File: src/rtl/nseq_pkg.sv
package nseq_pkg;

   // field widths of the two configuration words
   localparam int CTRL_W = 32;
   localparam int TIM_W  = 32;
   localparam int TF_W   = 8;
   localparam int DLY_W  = 4;

   // control word bit positions
   localparam int BIT_BRST = 0;
   localparam int BIT_WAIT = 1;
   localparam int BIT_EN   = 2;
   localparam int BIT_NAND = 3;
   localparam int BIT_WIDE = 4;
   localparam int CLE_LSB  = 9;
   localparam int ALE_LSB  = CLE_LSB + DLY_W;

   // timing word field positions
   localparam int SET_LSB  = 0;
   localparam int WT_LSB   = SET_LSB + TF_W;
   localparam int HLD_LSB  = WT_LSB + TF_W;
   localparam int HIZ_LSB  = HLD_LSB + TF_W;

   // timing values after reset
   localparam logic [TF_W-1:0] WAIT_RST = TF_W'(6);
   localparam logic [TF_W-1:0] HOLD_RST = TF_W'(4);

   typedef enum logic [1:0] {
      CYC_CMD  = 2'd0,
      CYC_ADDR = 2'd1,
      CYC_DATA = 2'd2
   } cyc_t;

   typedef enum logic [2:0] {
      PH_IDLE,
      PH_RBWAIT,
      PH_GAP,
      PH_SETUP,
      PH_STROBE,
      PH_HOLD,
      PH_HIZ
   } phase_t;

   function automatic cyc_t decode_type(input logic [1:0] code);
      if (code[1])      return CYC_DATA;
      else if (code[0]) return CYC_ADDR;
      else              return CYC_CMD;
   endfunction

endpackage

File: src/rtl/nseq_cfg.sv
module nseq_cfg
   import nseq_pkg::*;
(
   input  logic              clk,
   input  logic              rst_n,
   input  logic              ctrl_load,
   input  logic [CTRL_W-1:0] ctrl_word,
   input  logic              tim_load,
   input  logic [TIM_W-1:0]  tim_word,
   output logic              bank_active,
   output logic              wait_en,
   output logic              wide,
   output logic [DLY_W-1:0]  d_cle,
   output logic [DLY_W-1:0]  d_ale,
   output logic [TF_W-1:0]   t_setup,
   output logic [TF_W-1:0]   t_wait,
   output logic [TF_W-1:0]   t_hold,
   output logic [TF_W-1:0]   t_hiz
);

   logic brst_q, wait_q, en_q, nand_q, wide_q;
   logic [DLY_W-1:0] cle_q, ale_q;
   logic [TF_W-1:0]  set_q, wt_q, hld_q, hiz_q;

   logic unused_ctrl_bits;
   assign unused_ctrl_bits = ^{ctrl_word[CTRL_W-1:ALE_LSB+DLY_W],
                               ctrl_word[CLE_LSB-1:BIT_WIDE+1]};

   always_ff @(posedge clk or negedge rst_n) begin
      if (!rst_n) begin
         brst_q <= 1'b0;
         wait_q <= 1'b0;
         en_q   <= 1'b0;
         nand_q <= 1'b0;
         wide_q <= 1'b0;
         cle_q  <= '0;
         ale_q  <= '0;
      end else if (ctrl_load) begin
         brst_q <= ctrl_word[BIT_BRST];
         wait_q <= ctrl_word[BIT_WAIT];
         en_q   <= ctrl_word[BIT_EN];
         nand_q <= ctrl_word[BIT_NAND];
         wide_q <= ctrl_word[BIT_WIDE];
         cle_q  <= ctrl_word[CLE_LSB +: DLY_W];
         ale_q  <= ctrl_word[ALE_LSB +: DLY_W];
      end
   end

   always_ff @(posedge clk or negedge rst_n) begin
      if (!rst_n) begin
         set_q <= '0;
         wt_q  <= WAIT_RST;
         hld_q <= HOLD_RST;
         hiz_q <= '0;
      end else if (tim_load) begin
         set_q <= tim_word[SET_LSB +: TF_W];
         wt_q  <= tim_word[WT_LSB  +: TF_W];
         hld_q <= tim_word[HLD_LSB +: TF_W];
         hiz_q <= tim_word[HIZ_LSB +: TF_W];
      end
   end

   assign bank_active = en_q & nand_q & ~brst_q;
   assign wait_en     = wait_q;
   assign wide        = wide_q;
   assign d_cle       = cle_q;
   assign d_ale       = ale_q;
   assign t_setup     = set_q;
   assign t_wait      = wt_q;
   assign t_hold      = hld_q;
   assign t_hiz       = hiz_q;

endmodule

File: src/rtl/nseq_sync.sv
module nseq_sync #(
   parameter int STAGES = 2
) (
   input  logic clk,
   input  logic rst_n,
   input  logic d,
   output logic q
);

   logic [STAGES-1:0] chain_q;

   generate
      if (STAGES == 1) begin : g_one
         always_ff @(posedge clk or negedge rst_n) begin
            if (!rst_n) chain_q <= '1;
            else        chain_q <= d;
         end
      end else begin : g_many
         always_ff @(posedge clk or negedge rst_n) begin
            if (!rst_n) chain_q <= '1;
            else        chain_q <= {chain_q[STAGES-2:0], d};
         end
      end
   endgenerate

   assign q = chain_q[STAGES-1];

endmodule

File: src/rtl/nseq_fsm.sv
module nseq_fsm
   import nseq_pkg::*;
(
   input  logic             clk,
   input  logic             rst_n,
   input  logic             bank_active,
   input  logic             wait_en,
   input  logic             rb_ok,
   input  logic [TF_W-1:0]  t_setup,
   input  logic [TF_W-1:0]  t_wait,
   input  logic [TF_W-1:0]  t_hold,
   input  logic [TF_W-1:0]  t_hiz,
   input  logic [DLY_W-1:0] d_cle,
   input  logic [DLY_W-1:0] d_ale,
   input  logic             req_valid,
   input  logic [1:0]       req_type,
   input  logic             req_write,
   output logic             req_ready,
   output logic             accept,
   output phase_t           phase,
   output cyc_t             cur_type,
   output logic             cur_write,
   output logic             done,
   output logic             capture
);

   localparam int CNT_W = (TF_W > DLY_W) ? TF_W : DLY_W;

   phase_t           phase_q, phase_d;
   logic [CNT_W-1:0] cnt_q, cnt_d;
   cyc_t             type_q, type_d, last_q, last_d;
   logic             wr_q, wr_d, done_q, done_d;
   logic [DLY_W-1:0] gap_q, gap_d, gap_pick;
   cyc_t             req_kind;
   logic             req_is_rd;
   phase_t           fin_phase;
   logic [CNT_W-1:0] fin_cnt;

   assign req_kind  = decode_type(req_type);
   assign req_is_rd = (req_kind == CYC_DATA) && !req_write;
   assign req_ready = bank_active && (phase_q == PH_IDLE);
   assign accept    = req_valid && req_ready;

   // delay before a read, picked from the kind of the last finished cycle
   always_comb begin
      gap_pick = '0;
      if (req_is_rd) begin
         case (last_q)
            CYC_CMD:  gap_pick = d_cle;
            CYC_ADDR: gap_pick = d_ale;
            default:  gap_pick = '0;
         endcase
      end
   end

   assign fin_phase = (t_hiz != '0) ? PH_HIZ : PH_IDLE;
   assign fin_cnt   = CNT_W'(t_hiz) - CNT_W'(1);

   always_comb begin
      phase_d = phase_q;
      cnt_d   = cnt_q;
      type_d  = type_q;
      wr_d    = wr_q;
      last_d  = last_q;
      gap_d   = gap_q;
      done_d  = 1'b0;
      case (phase_q)
         PH_IDLE: begin
            if (accept) begin
               type_d = req_kind;
               wr_d   = (req_kind != CYC_DATA) || req_write;
               gap_d  = gap_pick;
               if (req_is_rd && wait_en) begin
                  phase_d = PH_RBWAIT;
               end else if (gap_pick != '0) begin
                  phase_d = PH_GAP;
                  cnt_d   = CNT_W'(gap_pick) - CNT_W'(1);
               end else begin
                  phase_d = PH_SETUP;
                  cnt_d   = CNT_W'(t_setup);
               end
            end
         end
         PH_RBWAIT: begin
            if (rb_ok || !wait_en) begin
               if (gap_q != '0) begin
                  phase_d = PH_GAP;
                  cnt_d   = CNT_W'(gap_q) - CNT_W'(1);
               end else begin
                  phase_d = PH_SETUP;
                  cnt_d   = CNT_W'(t_setup);
               end
            end
         end
         PH_GAP: begin
            if (cnt_q == '0) begin
               phase_d = PH_SETUP;
               cnt_d   = CNT_W'(t_setup);
            end else begin
               cnt_d = cnt_q - CNT_W'(1);
            end
         end
         PH_SETUP: begin
            if (cnt_q == '0) begin
               phase_d = PH_STROBE;
               cnt_d   = CNT_W'(t_wait);
            end else begin
               cnt_d = cnt_q - CNT_W'(1);
            end
         end
         PH_STROBE: begin
            if (cnt_q == '0) begin
               if (t_hold != '0) begin
                  phase_d = PH_HOLD;
                  cnt_d   = CNT_W'(t_hold) - CNT_W'(1);
               end else begin
                  done_d  = 1'b1;
                  last_d  = type_q;
                  phase_d = fin_phase;
                  cnt_d   = fin_cnt;
               end
            end else begin
               cnt_d = cnt_q - CNT_W'(1);
            end
         end
         PH_HOLD: begin
            if (cnt_q == '0) begin
               done_d  = 1'b1;
               last_d  = type_q;
               phase_d = fin_phase;
               cnt_d   = fin_cnt;
            end else begin
               cnt_d = cnt_q - CNT_W'(1);
            end
         end
         PH_HIZ: begin
            if (cnt_q == '0) phase_d = PH_IDLE;
            else             cnt_d   = cnt_q - CNT_W'(1);
         end
         default: phase_d = PH_IDLE;
      endcase
      if (!bank_active) begin
         phase_d = PH_IDLE;
         done_d  = 1'b0;
      end
   end

   always_ff @(posedge clk or negedge rst_n) begin
      if (!rst_n) begin
         phase_q <= PH_IDLE;
         cnt_q   <= '0;
         type_q  <= CYC_CMD;
         wr_q    <= 1'b0;
         last_q  <= CYC_DATA;
         gap_q   <= '0;
         done_q  <= 1'b0;
      end else begin
         phase_q <= phase_d;
         cnt_q   <= cnt_d;
         type_q  <= type_d;
         wr_q    <= wr_d;
         last_q  <= last_d;
         gap_q   <= gap_d;
         done_q  <= done_d;
      end
   end

   assign phase     = phase_q;
   assign cur_type  = type_q;
   assign cur_write = wr_q;
   assign done      = done_q;
   assign capture   = (phase_q == PH_STROBE) && (cnt_q == '0) && !wr_q;

endmodule

File: src/rtl/nseq_pins.sv
module nseq_pins
   import nseq_pkg::*;
#(
   parameter int DQ_W = 16
) (
   input  logic            clk,
   input  logic            rst_n,
   input  logic            accept,
   input  logic [DQ_W-1:0] req_wdata,
   input  phase_t          phase,
   input  cyc_t            cur_type,
   input  logic            cur_write,
   input  logic            capture,
   input  logic            wide,
   input  logic [DQ_W-1:0] dq_in,
   output logic            ce_n,
   output logic            cle,
   output logic            ale,
   output logic            we_n,
   output logic            re_n,
   output logic            dq_oe,
   output logic [DQ_W-1:0] dq_out,
   output logic [DQ_W-1:0] rdata
);

   localparam int LANE = 8;

   logic [DQ_W-1:0] wdata_q, rdata_q, rd_next;
   logic            in_access, strobing;

   assign in_access = (phase == PH_SETUP) || (phase == PH_STROBE) || (phase == PH_HOLD);
   assign strobing  = (phase == PH_STROBE);

   assign ce_n  = !in_access;
   assign cle   = in_access && (cur_type == CYC_CMD);
   assign ale   = in_access && (cur_type == CYC_ADDR);
   assign we_n  = !(strobing && cur_write);
   assign re_n  = !(strobing && !cur_write);
   assign dq_oe = in_access && cur_write;

   generate
      if (DQ_W > LANE) begin : g_wide_bus
         assign dq_out  = wide ? wdata_q : {{(DQ_W-LANE){1'b0}}, wdata_q[LANE-1:0]};
         assign rd_next = wide ? dq_in   : {{(DQ_W-LANE){1'b0}}, dq_in[LANE-1:0]};
      end else begin : g_byte_bus
         logic unused_wide;
         assign unused_wide = wide;
         assign dq_out  = wdata_q;
         assign rd_next = dq_in;
      end
   endgenerate

   always_ff @(posedge clk or negedge rst_n) begin
      if (!rst_n)      wdata_q <= '0;
      else if (accept) wdata_q <= req_wdata;
   end

   always_ff @(posedge clk or negedge rst_n) begin
      if (!rst_n)       rdata_q <= '0;
      else if (capture) rdata_q <= rd_next;
   end

   assign rdata = rdata_q;

endmodule

File: src/rtl/nand_cycle_seq.sv
module nand_cycle_seq
   import nseq_pkg::*;
#(
   parameter int DQ_W      = 16,
   parameter int RB_STAGES = 2
) (
   input  logic              clk,
   input  logic              rst_n,
   input  logic              ctrl_load,
   input  logic [CTRL_W-1:0] ctrl_word,
   input  logic              tim_load,
   input  logic [TIM_W-1:0]  tim_word,
   input  logic              req_valid,
   input  logic [1:0]        req_type,
   input  logic              req_write,
   input  logic [DQ_W-1:0]   req_wdata,
   output logic              req_ready,
   output logic              done,
   output logic [DQ_W-1:0]   rdata,
   output logic              nand_ce_n,
   output logic              nand_cle,
   output logic              nand_ale,
   output logic              nand_we_n,
   output logic              nand_re_n,
   output logic [DQ_W-1:0]   nand_dq_out,
   output logic              nand_dq_oe,
   input  logic [DQ_W-1:0]   nand_dq_in,
   input  logic              nand_rb
);

   generate
      if (DQ_W != 8 && DQ_W != 16) begin : g_bad_width
         initial $error("nand_cycle_seq: DQ_W must be 8 or 16");
      end
      if (RB_STAGES < 1) begin : g_bad_sync
         initial $error("nand_cycle_seq: RB_STAGES must be at least 1");
      end
   endgenerate

   logic             bank_active, wait_en, wide, rb_ok, accept, capture, cur_write;
   logic [DLY_W-1:0] d_cle, d_ale;
   logic [TF_W-1:0]  t_setup, t_wait, t_hold, t_hiz;
   phase_t           phase;
   cyc_t             cur_type;

   nseq_cfg u_cfg (
      .clk        (clk),
      .rst_n      (rst_n),
      .ctrl_load  (ctrl_load),
      .ctrl_word  (ctrl_word),
      .tim_load   (tim_load),
      .tim_word   (tim_word),
      .bank_active(bank_active),
      .wait_en    (wait_en),
      .wide       (wide),
      .d_cle      (d_cle),
      .d_ale      (d_ale),
      .t_setup    (t_setup),
      .t_wait     (t_wait),
      .t_hold     (t_hold),
      .t_hiz      (t_hiz)
   );

   nseq_sync #(.STAGES(RB_STAGES)) u_rb (
      .clk  (clk),
      .rst_n(rst_n),
      .d    (nand_rb),
      .q    (rb_ok)
   );

   nseq_fsm u_fsm (
      .clk        (clk),
      .rst_n      (rst_n),
      .bank_active(bank_active),
      .wait_en    (wait_en),
      .rb_ok      (rb_ok),
      .t_setup    (t_setup),
      .t_wait     (t_wait),
      .t_hold     (t_hold),
      .t_hiz      (t_hiz),
      .d_cle      (d_cle),
      .d_ale      (d_ale),
      .req_valid  (req_valid),
      .req_type   (req_type),
      .req_write  (req_write),
      .req_ready  (req_ready),
      .accept     (accept),
      .phase      (phase),
      .cur_type   (cur_type),
      .cur_write  (cur_write),
      .done       (done),
      .capture    (capture)
   );

   nseq_pins #(.DQ_W(DQ_W)) u_pins (
      .clk      (clk),
      .rst_n    (rst_n),
      .accept   (accept),
      .req_wdata(req_wdata),
      .phase    (phase),
      .cur_type (cur_type),
      .cur_write(cur_write),
      .capture  (capture),
      .wide     (wide),
      .dq_in    (nand_dq_in),
      .ce_n     (nand_ce_n),
      .cle      (nand_cle),
      .ale      (nand_ale),
      .we_n     (nand_we_n),
      .re_n     (nand_re_n),
      .dq_oe    (nand_dq_oe),
      .dq_out   (nand_dq_out),
      .rdata    (rdata)
   );

endmodule

File: config.mk
export PLATFORM = sky130hd
export DESIGN_NAME = nand_cycle_seq
export DESIGN_NICKNAME = d
export VERILOG_FILES = /design/src/rtl/nseq_pkg.sv /design/src/rtl/nseq_cfg.sv /design/src/rtl/nseq_sync.sv /design/src/rtl/nseq_fsm.sv /design/src/rtl/nseq_pins.sv /design/src/rtl/nand_cycle_seq.sv
export SDC_FILE = /design/constraint.sdc
export NUM_CORES = 1
export LEC_CHECK = 0
export ABC_AREA = 1
export BUFFER_PORTS_ARGS = -buffer_cell sky130_fd_sc_hd__buf_2
export CORE_MARGIN = 3
export CORE_UTILIZATION = 30
export DETAILED_ROUTE_END_ITERATION = 6
export PLACE_DENSITY = 0.56
export SYNTH_ARGS = -nofsm -noshare
export SYNTH_HDL_FRONTEND = slang
export SYNTH_SLANG_ARGS = --single-unit
export TNS_END_PERCENT = 20
File: constraint.sdc
create_clock -name clk -period 2.94 [get_ports clk]
set_input_delay 0.441 -clock clk [delete_from_list [all_inputs] [get_ports clk]]
set_output_delay 0.441 -clock clk [all_outputs]
set_load 0.01 [all_outputs]
# --- After elaboration in Yosys (flattened, before gate mapping) ---
# Cells that the tools add are included.
word_totals:
  ff_bits: 100
  wordCells: 129
op_classes:
  n_addsub: 5
  eq_ne: 24
  mux: 41
  n_bitwise: 3
  reduce_logical: 35
op_table:
  columns: ["operator", "count"]
  rows:
  - ["$mux W8", 11]
  - ["$pmux W8 S7", 1]
  - ["$mux W3", 11]
  - ["$mux W16", 2]
  - ["$sub A8 B1 Y8 const B", 3]
  - ["$ne A3 B3 Y1 const B", 7]
  - ["$pmux W3 S7", 1]
  - ["$reduce_bool A8 Y1", 2]
  - ["$ne A2 B2 Y1 const B", 6]
  - ["$logic_and A1 B1 Y1", 11]
  - ["$sub A4 B1 Y5 const B", 2]
  - ["$eq A3 B3 Y1 const B", 3]
  - ["$logic_not A8 Y1", 1]
  - ["$mux W2", 4]
  - ["$pmux W4 S2", 1]
  - ["$reduce_bool A4 Y1", 2]
  - ["$mux W1", 7]
  - ["$reduce_and A7 Y1", 1]
  - ["$reduce_bool A7 Y1", 1]
  - ["$eq A3 B2 Y1 const B", 2]
  - ["$logic_not A1 Y1", 6]
  - ["$reduce_and A5 Y1", 1]
  - ["$eq A2 B1 Y1 const B", 2]
  - ["$logic_not A2 Y1", 2]
  - ["13 further kinds", 18]

# --- Longest topological paths before layout ---
# Gate-level depths: netlist (run 1).
depth:
  ltp_word: 11
  mapped_depth: 14
  mapped_depth_nobuf: 13

# --- By module ---
# Synthesis (run 1) repeated with hierarchy kept, for this count alone.
unflattened:
  hier_cells: 797
  hier_area_um2: 5770.5
by_module_without_submodules:
  columns: ["module", "instances", "cells_per_inst", "area_per_inst_um2", "seq_area_each_um2"]
  rows:
  - ["nseq_fsm", 1, 427, 2467.4, 526.8]
  - ["nseq_cfg", 1, 193, 1793.0, 1129.8]
  - ["nseq_pins", 1, 175, 1457.6, 800.8]
  - ["nseq_sync", 1, 2, 52.6, 52.6]

# --- Least setup slack after synthesis (run 1) ---
# OpenSTA, ideal clock, no wires.
synth_path:
  path_kind: "in2reg"
  startpoint: "input port req_type[1]"
  endpoint: "register u_fsm.cnt_q[2]"
  t_arrival_ns: 1.690
  slack_ns: 1.185
  path_stages: 10
  n_path_buf: 0
  path_cell_list: "inv_1 > nor2_1 > nand2_1 > ha_1 > or2_2 > nand3_1 > nor2_1 > nor2_1 > nand2_1 > nand2_1"
synth_via:
  elab_chain_cells: 9
  word_cells_on_any_way: 13
  cone_classes: "add/sub (1); eq/ne (2); mux (6); reduce/logical (4)"
synth_lines:
  columns: ["element", "line_no", "source"]
  rows:
  - ["start, declared", "nand_cycle_seq.sv:14", "input logic [1:0] req_type,"]
  - ["$mux W2 (*)", "nseq_pkg.sv:45", "if (code[1]) return CYC_DATA;"]
  - ["$eq A2 B2 Y1 (*)", "nseq_fsm.sv:40", "assign req_is_rd = (req_kind == CYC_DATA) && !req_write;"]
  - ["$logic_and A1 B1 Y1 (*)", "nseq_fsm.sv:40", null]
  - ["$mux W4", "nseq_fsm.sv:47", "if (req_is_rd) begin"]
  - ["$sub A4 B1 Y5 / $reduce_bool A4 Y1 (equally long branches)", "nseq_fsm.sv:77, nseq_fsm.sv:75", null]
  - ["$mux W8", "nseq_fsm.sv:75", "end else if (gap_pick != '0) begin"]
  - ["$mux W8", "nseq_fsm.sv:73", "if (req_is_rd && wait_en) begin"]
  - ["$mux W8", "nseq_fsm.sv:69", "if (accept) begin"]
  - ["$pmux W8 S7", "nseq_fsm.sv:67", "case (phase_q)"]
  - ["end signal, assigned", "nseq_fsm.sv:159", "cnt_q <= cnt_d;"]
  - ["end, declared", "nseq_fsm.sv:30", "logic [CNT_W-1:0] cnt_q, cnt_d;"]
# Every way passes the cells marked *; elsewhere a longest branch is shown, timed or not. The select of a mux whose other input is x is not followed.
# A chain may end at the register's enable or synchronous reset.

# --- Worst setup path after layout (run 1) ---
layout_path:
  startpoint: "register u_fsm.phase_q[0] (netlist: u_fsm.phase[0])"
  endpoint: "output port nand_cle"
layout_via:
  elab_chain_cells: 4
  word_cells_on_any_way: 6
  cone_classes: "eq/ne (3); reduce/logical (3)"
layout_lines:
  columns: ["element", "line_no", "source"]
  rows:
  - ["start, declared", "nseq_fsm.sv:29", "phase_t phase_q, phase_d;"]
  - ["start signal, assigned", "nseq_fsm.sv:158", "phase_q <= phase_d;"]
  - ["$eq A3 B2 Y1 / $eq A3 B3 Y1 (equally long branches)", "nseq_pins.sv:31", "assign in_access = (phase == PH_SETUP) || (phase == PH_STROBE) || (phase == PH_HOLD);"]
  - ["$logic_or A1 B1 Y1", "nseq_pins.sv:31", null]
  - ["$logic_or A1 B1 Y1 (*)", "nseq_pins.sv:31", null]
  - ["$logic_and A1 B1 Y1 (*)", "nseq_pins.sv:35", "assign cle = in_access && (cur_type == CYC_CMD);"]
  - ["end, declared", "nand_cycle_seq.sv:21", "output logic nand_cle,"]
# Every way passes the cells marked *; elsewhere a longest branch is shown, timed or not.

==> results of run 1 <==
==> state kept, by name (all words and copies together) (netlist names), 2 cells and up <==
register	flops
u_fsm.phase	3
u_cfg.t_hold	8
u_fsm.cur_type	2
u_rb.chain_q	2
u_cfg.d_cle	4
u_cfg.t_setup	8
u_pins.rdata	16
u_pins.wdata_q	16
u_fsm.gap_q	4
u_cfg.t_hiz	8
u_fsm.last_q	2
u_fsm.cnt_q	8
u_cfg.d_ale	4
u_cfg.t_wait	8
==> power by group <==
group | switching (mW) | internal (mW)
clock | 0.594 | 0.597
sequential | 0.181 | 1.60
combinational | 0.613 | 0.386
==> per-stage QoR <==
step / instances / total power [mW] / hold slack [ns] / utilization, % / instance area, um^2
floorplan: 736 / 2.52 / 0.145 / - / 5660
global placement: 1065 / 2.79 / 0.347 / 35.2 / 6430
detailed placement: 1065 / 2.80 / 0.348 / 35.2 / 6430
CTS: 1081 / 4.02 / 0.0948 / 36.8 / 6730
global route: 1081 / 4.26 / 0.117 / 36.8 / 6730
finish: 1081 / 3.97 / 0.0680 / 36.8 / 6730
==> worst paths after layout <==
check                                      from         endpoint  slack [ns]
worst max-delay path             u_fsm.phase[0]         nand_cle        0.64
worst min-delay path                      rst_n  u_cfg.t_hold[3]        0.07
worst max register to register  u_cfg.t_hold[0]   u_fsm.cnt_q[7]        0.70
worst min register to register  u_rb.chain_q[0]  u_rb.chain_q[1]        0.36
max in group asynchronous                 rst_n  u_cfg.t_hold[2]        2.00
min in group clk                        nand_rb  u_rb.chain_q[0]        0.17
==> placed cells by master (no fill, tap or decap), types with 7 or more instances in the layout <==
| master | n |
|---|---|
| nand2_1 | 249 |
| buf_2 | 124 |
| dfrtp_1 | 94 |
| inv_1 | 82 |
| o21ai_0 | 65 |
| nor2_1 | 51 |
| nand3_1 | 45 |
| a21oi_1 | 17 |
| mux2_2 | 17 |
| ha_1 | 10 |
| clkbuf_16 | 9 |
| nand4_1 | 8 |
| nand2_2 | 7 |
==> kinds of logic after synthesis <==
| kind of cell | count (synthesis) |
|---|---|
| compound gates | 99 |
| simple gates | 381 |
| mux | 21 |
| flops | 100 |
| buf+inv | 117 |
| fa+ha+maj | 10 |
| xor+xnor | 8 |
==> worst max-delay path: stages, from the launching register on <==
cell and delay (ns):
dfrtp_1 0.69, nand3_4 0.26, nand2_4 0.18, nor2_8 0.06
nor3_1 0.14, buf_2 0.17
==> per-layer routing <==
metal  track usage, %  vias up  part of all wire (%)
met5                0        -                     0
met4             3.77        0                   1.2
met3             4.16       12                   6.5
met2             23.6      128                    43
met1             21.2     2237                    49
li1                 -     2545                     -
==> cell type report <==
cell class                      count  area, um^2  area share (%)
Clock inverter                      7        67.6            1.00
Inverter                           88         335            4.99
Timing Repair Buffer              129         658            9.78
Tap cell                          229         287            4.26
Clock buffer                        9         225            3.35
Sequential cell                   100        2510            37.3
Multi-Input combinational cell    519        2640            39.3
==> impl_metrics.env, run 1 <==
export IMPL_hpwl_um=11300
export IMPL_synth_adder_area_share_pct=2.21
export IMPL_avgSynthCellArea_um2=7.69
export IMPL_synth_area_leaders="dfrtp_1 42%, nand2_1 17%, o21ai_0 5.8%"
export IMPL_crit_path_start_kind="flop"
export IMPL_skew_ns=0.00635
export IMPL_root_buffer="clkbuf_16"
export IMPL_synth_compound_area_share_pct=9.64
export IMPL_yosysTopAreaCell="dfrtp_1"
export IMPL_core_area_um2=18300
export IMPL_pre_cts_ws_ns=0.625
export IMPL_synth_mux_area_share_pct=4.18
export IMPL_timing_fmax_mhz=435
export IMPL_yosysWarnings=0
export IMPL_worstPathMaxFanout=10
export IMPL_synth_top_area_share_pct=41.6
export IMPL_max_slew_margin_pct=57.8
export IMPL_drt_iter0_drc=265
export IMPL_ir_worst_vdd_mv=0.296
export IMPL_power_per_cell_area_nw_per_um2=590
export IMPL_worstPathRequired_ns=2.50
export IMPL_cp_end_kind="primary output"
export IMPL_numPortBuffers=125
export IMPL_clk_pin_slew_worst_paths_ns=0.07
export IMPL_die_x_um=143
export IMPL_nets=962
export IMPL_viasPerCell=4.55
export IMPL_rr_worst_depth=12
export IMPL_report_final_slew_viol_count=0
export IMPL_ys_types=40
export IMPL_timing_final_ws_setup_ns=0.639
export IMPL_track_usage_pct=15.2
export IMPL_clk_latency_ns=0.36
export IMPL_num_fill_cells=1948
export IMPL_async_flop_share_pct=100
export IMPL_wl_um=15000
export IMPL_rsz0062_at_grt="false"
export IMPL_syn_inst=736
export IMPL_first_global_vias=4971
export IMPL_grt_max_degree=44
export IMPL_die_height_um=143
export IMPL_drc_errors=0
export IMPL_syn_area_um2=5660
export IMPL_synth_simple_gate_area_share_pct=29.5
export IMPL_ant_nets=0
export IMPL_synth_most_common_cell="nand2_1"
export IMPL_leakage_nw=3.50
export IMPL_rows=49
export IMPL_clockBufferDepth=2
export IMPL_synth_top_family_by_area="simple AND/OR/NAND/NOR gates"
export IMPL_cts_tree="done"
export IMPL_crit_type="reg2out"
export IMPL_numCtsBuffers=9
export IMPL_wl_per_cell_um=13.8
export IMPL_start_util_pct=31.0
export IMPL_synth_xor_area_share_pct=1.24
export IMPL_final_layout_size_suffix_gt1_share_pct=23.5
export IMPL_grt_pass1_wl_um=24900
export IMPL_fin_setup_tns_ns=0
export IMPL_area_delta_synth_final_pct=18.9
export IMPL_cts_resized_gates=0
export IMPL_synth_common_cells="249 x nand2_1, 94 x dfrtp_1, 82 x inv_1"
export IMPL_ys_ff_latch=100
export IMPL_cts_htree_levels=3
export IMPL_dominantRegCellSynth="dfrtp_1"
export IMPL_finalWeightedCongestion=0.829
export IMPL_antenna_found_initial=0
export IMPL_worst_pin_slew_ns=0.633
export IMPL_pin_count=145
export IMPL_synth_edf_count=0
export IMPL_synthesis_nets=851
export IMPL_hp_class="in2async"
export IMPL_vias=4922
export IMPL_max_cap_viol_count=0
export IMPL_fin_crit_ns=2.30
export IMPL_outcome="completed"
export IMPL_hold_viol=0
export IMPL_dieArea_um2=20500
export IMPL_first_pass_iters=5
export IMPL_grt_ovfl_total=0
export IMPL_clkSinkCount=100
export IMPL_setup_violations=0
export IMPL_cts_setup_buffers=0
export IMPL_postCtsHoldBufs=0
export IMPL_period_share_pct=78.3
export IMPL_ys_seq_area_share_pct=44.4
export IMPL_diodes=0
export IMPL_arrival_ns=1.86
Power figures use the tool's default switching activity.
==> inputs of run 2 (changes only) <==
Clock period 2.94 ns to 2.3 ns, I/O delays scaled along.
==> run 2 against run 1 <==
  * Worst hold slack gained 0.0085 ns
  * Critical path depth grew 1
  * Clock power grew 29%
  * Non-clock buffer count grew 8
  * First-iteration DRC count shrank 9.8%
==> impl_metrics.env, run 2 (synthesis results as in run 1) <==
export IMPL_total_power_mw=5.10
export IMPL_clk_pin_slew_worst_paths_ns=0.08
export IMPL_final_cell_mix="249 x nand2_1, 124 x buf_2, 93 x dfrtp_1, 82 x inv_1, 65 x o21ai_0"
export IMPL_antenna_found_initial=0
export IMPL_fin_crit_ns=2.12
export IMPL_cts_htree_levels=3
export IMPL_fin_setup_tns_ns=0
export IMPL_cp_buffers_inverters=3
export IMPL_rows=49
export IMPL_clockBufferDepth=2
export IMPL_p_sw_mw=1.78
export IMPL_arrival_ns=1.78
export IMPL_power_per_cell_area_nw_per_um2=747
export IMPL_clk_latency_ns=0.36
export IMPL_die_x_um=143
export IMPL_leakage_nw=3.55
export IMPL_max_slew_margin_pct=61.2
export IMPL_report_final_slew_viol_count=0
export IMPL_cp_end_kind="primary output"
export IMPL_max_cap_viol_count=0
export IMPL_diodes=0
export IMPL_root_buffer="clkbuf_16"
export IMPL_rsz0062_at_grt="false"
export IMPL_start_util_pct=31.0
export IMPL_crit_path_start_kind="flop"
export IMPL_worstPathRequired_ns=1.96
export IMPL_outcome="completed"
export IMPL_register_area_um2=2510
export IMPL_grt_pass1_wl_um=24700
export IMPL_cts_setup_buffers=0
export IMPL_ir_worst_vdd_mv=0.412
export IMPL_critPathMaxStageDelay_ns=0.52
export IMPL_nets=970
export IMPL_numPortBuffers=125
export IMPL_die_height_um=143
export IMPL_numCtsBuffers=9
export IMPL_crit_type="reg2out"
export IMPL_ant_nets=0
export IMPL_wl_um=15000
export IMPL_clkSinkCount=100
export IMPL_cts_tree="done"
export IMPL_grt_ovfl_total=0
export IMPL_dieArea_um2=20500
export IMPL_comb_power_share_pct=25.5
export IMPL_p_seq_share_pct=44.5
export IMPL_wl_per_cell_um=13.8
export IMPL_setup_violations=0
export IMPL_hpwl_um=11600
export IMPL_first_global_vias=4906
export IMPL_vias=4974
export IMPL_first_pass_iters=4
export IMPL_internal_power_mw=3.31
export IMPL_core_area_um2=18300
export IMPL_fin_util_pct=37.3
export IMPL_final_layout_size_suffix_gt1_share_pct=24.2
export IMPL_critPathMostFrequentCell="inv_2"
export IMPL_period_share_pct=92.3
export IMPL_multi_input_area_um2=2650
export IMPL_hold_viol=0
export IMPL_p_sw_share_pct=35.0
export IMPL_p_clk_share_pct=30.0
export IMPL_track_usage_pct=15.2
export IMPL_timing_fmax_mhz=471
export IMPL_skew_ns=0.0101
export IMPL_hp_class="in2reg"
export IMPL_area_delta_synth_final_pct=20.6
export IMPL_drc_errors=0
export IMPL_path_cells="inv_2 -> nand3_1 -> inv_2 -> nor2_8 -> nor3_1 -> buf_2"
export IMPL_worst_pin_slew_ns=0.582
export IMPL_worstPathMaxFanout=6
export IMPL_finalWeightedCongestion=0.851
export IMPL_pin_count=145
export IMPL_viasPerCell=4.57
export IMPL_critPathTopFamily="buffers and inverters"
export IMPL_grt_max_degree=40
export IMPL_drt_iter0_drc=239
export IMPL_num_fill_cells=1942
export IMPL_slowest_stage="dfrtp_1"
export IMPL_final_common_cell="nand2_1"
run 2: changes by cell type in the layout (fill, tap and decap cells not counted), sizes merged:
cell	previous run	this run
inv	92	91
buf	129	136
clkinv	3	4
dlygate4sd3	0	1
run 2: power by group through the flow:
| stage | clock network (mW) | logic [mW] | registers (mW) |
|---|---|---|---|
| 2_1_floorplan | 0 | 0.993 | 2.22 |
| 3_3_place_gp | 0 | 1.28 | 2.30 |
| 3_5_place_dp | 0 | 1.31 | 2.29 |
| 4_1_cts | 1.59 | 1.31 | 2.27 |
| 5_1_grt | 1.67 | 1.50 | 2.31 |
| 6_report | 1.53 | 1.30 | 2.27 |
run 2: layout make-up:
| type | instances | share of cell area [%] |
|---|---|---|
| clock buffers | 9 | 3.30 |
| well taps | 229 | 4.20 |
| repair buffers | 137 | 10.9 |
| multi-input cells | 519 | 38.8 |
| inverters | 88 | 4.91 |
| flip-flops and latches | 100 | 36.8 |
| clock inverters | 7 | 1.03 |
run 2: worst register-to-register path: cells and delay by family, from the launching register on:
kind	cells	cell delay, ns
DFF	1	0.44
AOI/OAI and AO/OA	1	0.05
adders and majority gates	1	0.27
and+or+nand+nor	10	1.14
run 2: timing repair:
item,4_1_cts,5_1_grt
hold endpoints to repair,25,0
resized for setup,0,2
hold buffers,1,0
setup endpoints to repair,0,3
run 2: layer usage:
metal  track usage [%]  vias up  part of all wire (%)
met2              23.6      122                    44
li1                  -     2562                     -
met3              5.29       14                   7.1
met4              3.17        0                   1.1
met5                 0        -                     0
met1              20.7     2276                    48
run 2: through the flow:
step	hold WS, ns	setup WS (ns)	instance area, um^2	std cells
6_report	0.0765	0.176	6820	1089
5_1_grt	0.0541	0.0379	6820	1089
4_1_cts	0.0574	0.0563	6820	1089
3_5_place_dp	0.329	0.280	6510	1072
3_3_place_gp	0.325	0.309	6510	1072
2_1_floorplan	0.0494	0.583	5660	736
run 2: path summary, 6_finish.rpt:
check                      depth (start not counted)         endpoint       startpoint  slack [ns]
max reg2reg                                       12   u_fsm.cnt_q[5]  u_fsm.last_q[0]        0.34
max                                                6         nand_ale   u_fsm.phase[1]        0.18
min                                                1  u_rb.chain_q[0]          nand_rb        0.08
min reg2reg                                        0  u_rb.chain_q[1]  u_rb.chain_q[0]        0.36
max in group asynchronous                          3  u_fsm.last_q[1]            rst_n        1.20
min in group asynchronous                          2  u_cfg.t_hold[3]            rst_n        0.48
==> inputs of run 3 (changes only) <==
Settings changed: PLACE_DENSITY 0.56 to 0.61.
==> run 3 against run 2 <==
  * Clock-buffer cell count unchanged
  * Core utilization is 0.15 points lower
  * Maximum frequency decreased by 1.2%
  * Global-route usage grew 0.28 points
  * Combinational power is essentially flat
  * Sequential power barely moved
  * Register-to-register slack worse by 0.07 ns
  * Sequential cell count unchanged
  * Highest routed layer unchanged
==> impl_metrics.env, run 3 (synthesis results as in run 1) <==
export IMPL_outcome="completed"
export IMPL_wl_per_cell_um=13.9
export IMPL_timing_fmax_mhz=465
export IMPL_crit_type="reg2out"
export IMPL_antenna_found_initial=0
export IMPL_hpwl_um=11400
export IMPL_ant_nets=0
export IMPL_root_buffer="clkbuf_16"
export IMPL_setup_violations=0
export IMPL_critPathMaxStageDelay_ns=0.52
export IMPL_rows=49
export IMPL_clk_pin_slew_worst_paths_ns=0.08
export IMPL_critPathTopFamily="buffers and inverters"
export IMPL_skew_ns=0.0137
export IMPL_nets=967
export IMPL_leakage_nw=3.53
export IMPL_worstPathRequired_ns=1.96
export IMPL_hold_viol=0
export IMPL_total_power_mw=5.11
export IMPL_ir_worst_vdd_mv=0.404
export IMPL_clkSinkCount=100
export IMPL_placed_area_um2=6490
export IMPL_hp_class="in2reg"
export IMPL_hold_depth=1
export IMPL_slowest_stage="dfrtp_1"
export IMPL_whs_ns=0.0716
export IMPL_worst_pin_slew_ns=0.583
export IMPL_area_delta_synth_final_pct=20.1
export IMPL_drc_errors=0
export IMPL_die_height_um=143
export IMPL_rr_worst_depth=12
export IMPL_fin_area_um2=6800
export IMPL_cts_setup_buffers=0
export IMPL_min_to="u_rb.chain_q[0]"
export IMPL_cp_end_kind="primary output"
export IMPL_fin_setup_tns_ns=0
export IMPL_dieArea_um2=20500
export IMPL_track_usage_pct=15.5
export IMPL_finalWeightedCongestion=0.864
export IMPL_layout_cells_non_filler=1086
export IMPL_final_layout_size_suffix_gt1_share_pct=23.9
export IMPL_drt_iter0_drc=243
export IMPL_reg2reg_slack_ns=0.27
export IMPL_cts_tree="done"
export IMPL_vias=5057
export IMPL_path_cells="inv_2 -> nand3_1 -> inv_2 -> nor2_8 -> nor3_1 -> buf_2"
export IMPL_place_inst=1069
export IMPL_numCtsBuffers=9
export IMPL_diodes=0
export IMPL_crit_path_start_kind="flop"
export IMPL_r2r_start="u_fsm.last_q[1]"
export IMPL_clk_latency_ns=0.37
export IMPL_cp_buffers_inverters=3
export IMPL_first_pass_iters=4
export IMPL_worstPathMaxFanout=6
export IMPL_power_per_cell_area_nw_per_um2=752
export IMPL_max_slew_margin_pct=61.1
export IMPL_core_area_um2=18300
export IMPL_num_fill_cells=1987
export IMPL_critPathMostFrequentCell="inv_2"
export IMPL_pin_count=145
export IMPL_grt_max_degree=44
export IMPL_wl_um=15000
export IMPL_rsz0062_at_grt="false"
export IMPL_worstHoldStart="nand_rb"
export IMPL_numPortBuffers=125
export IMPL_final_common_cell="nand2_1"
export IMPL_cts_htree_levels=3
export IMPL_die_x_um=143
export IMPL_report_final_slew_viol_count=0
export IMPL_r2r_end="u_fsm.cnt_q[0]"
export IMPL_grt_ovfl_total=0
export IMPL_start_util_pct=31.0
export IMPL_period_share_pct=93.5
export IMPL_first_global_vias=5066
export IMPL_final_cell_mix="249 x nand2_1, 124 x buf_2, 93 x dfrtp_1, 82 x inv_1, 65 x o21ai_0"
export IMPL_max_cap_viol_count=0
export IMPL_grt_pass1_wl_um=25200
export IMPL_fin_crit_ns=2.15
export IMPL_arrival_ns=1.81
export IMPL_viasPerCell=4.66
export IMPL_clockBufferDepth=2
-- run 3: worst max-delay path by stage --
| stage | from | end | slack [ns] | depth (start not counted) |
|---|---|---|---|---|
| 4_1_cts | u_fsm.phase[0] | nand_cle | 0.01 | 5 |
| 3_3_place_gp | u_fsm.cnt_q[0] | u_pins.rdata[4] | 0.33 | 6 |
| 5_1_grt | u_fsm.phase[1] | nand_cle | 0.009 | 6 |
| 3_5_place_dp | u_fsm.last_q[1] | u_fsm.cnt_q[0] | 0.30 | 12 |
| 6_report | u_fsm.phase[1] | nand_cle | 0.15 | 6 |
| 2_1_floorplan | u_fsm.last_q[1] | u_fsm.cnt_q[0] | 0.58 | 12 |
-- run 3: layout make-up --
cell class                      count  area (um^2)  share of cell area (%)
Timing Repair Buffer              134          723                    10.6
Clock inverter                      7         70.1                    1.03
Multi-Input combinational cell    519         2640                    38.9
Inverter                           88          335                    4.93
Clock buffer                        9          225                    3.31
Sequential cell                   100         2510                    37.0
Tap cell                          229          287                    4.22
-- run 3: power breakdown --
| part | internal, mW | leakage (nW) | switching, mW |
|---|---|---|---|
| Combinational | 0.505 | 2.20 | 0.784 |
| Sequential | 2.04 | 1.19 | 0.228 |
| Clock | 0.766 | 0.147 | 0.785 |
| Total | 3.31 | 3.53 | 1.80 |
-- run 3: what timing repair did --
item                                   in CTS  in global routing
hold buffers                                1                  0
gates resized for setup                     0                  1
setup endpoints to repair                   0                  3
endpoints found under the hold margin      37                  0
-- run 3: metal layers --
layer  part of all wire [%]  up-vias  wire, um  GRT usage, %
met5                      0        -         0             0
li1                       -     2558         -             -
met3                    7.8       19      1170          4.93
met1                     47     2332      7050          20.8
met4                    1.5        0       219          4.56
met2                     44      148      6600          24.0
-- run 3: per-stage QoR --
step           setup WS [ns]  utilization, %
2_1_floorplan          0.583               -
6_report               0.150            37.2
4_1_cts               0.0130            37.2
3_5_place_dp           0.301            35.5
3_3_place_gp           0.334            35.5
5_1_grt              0.00892            37.2
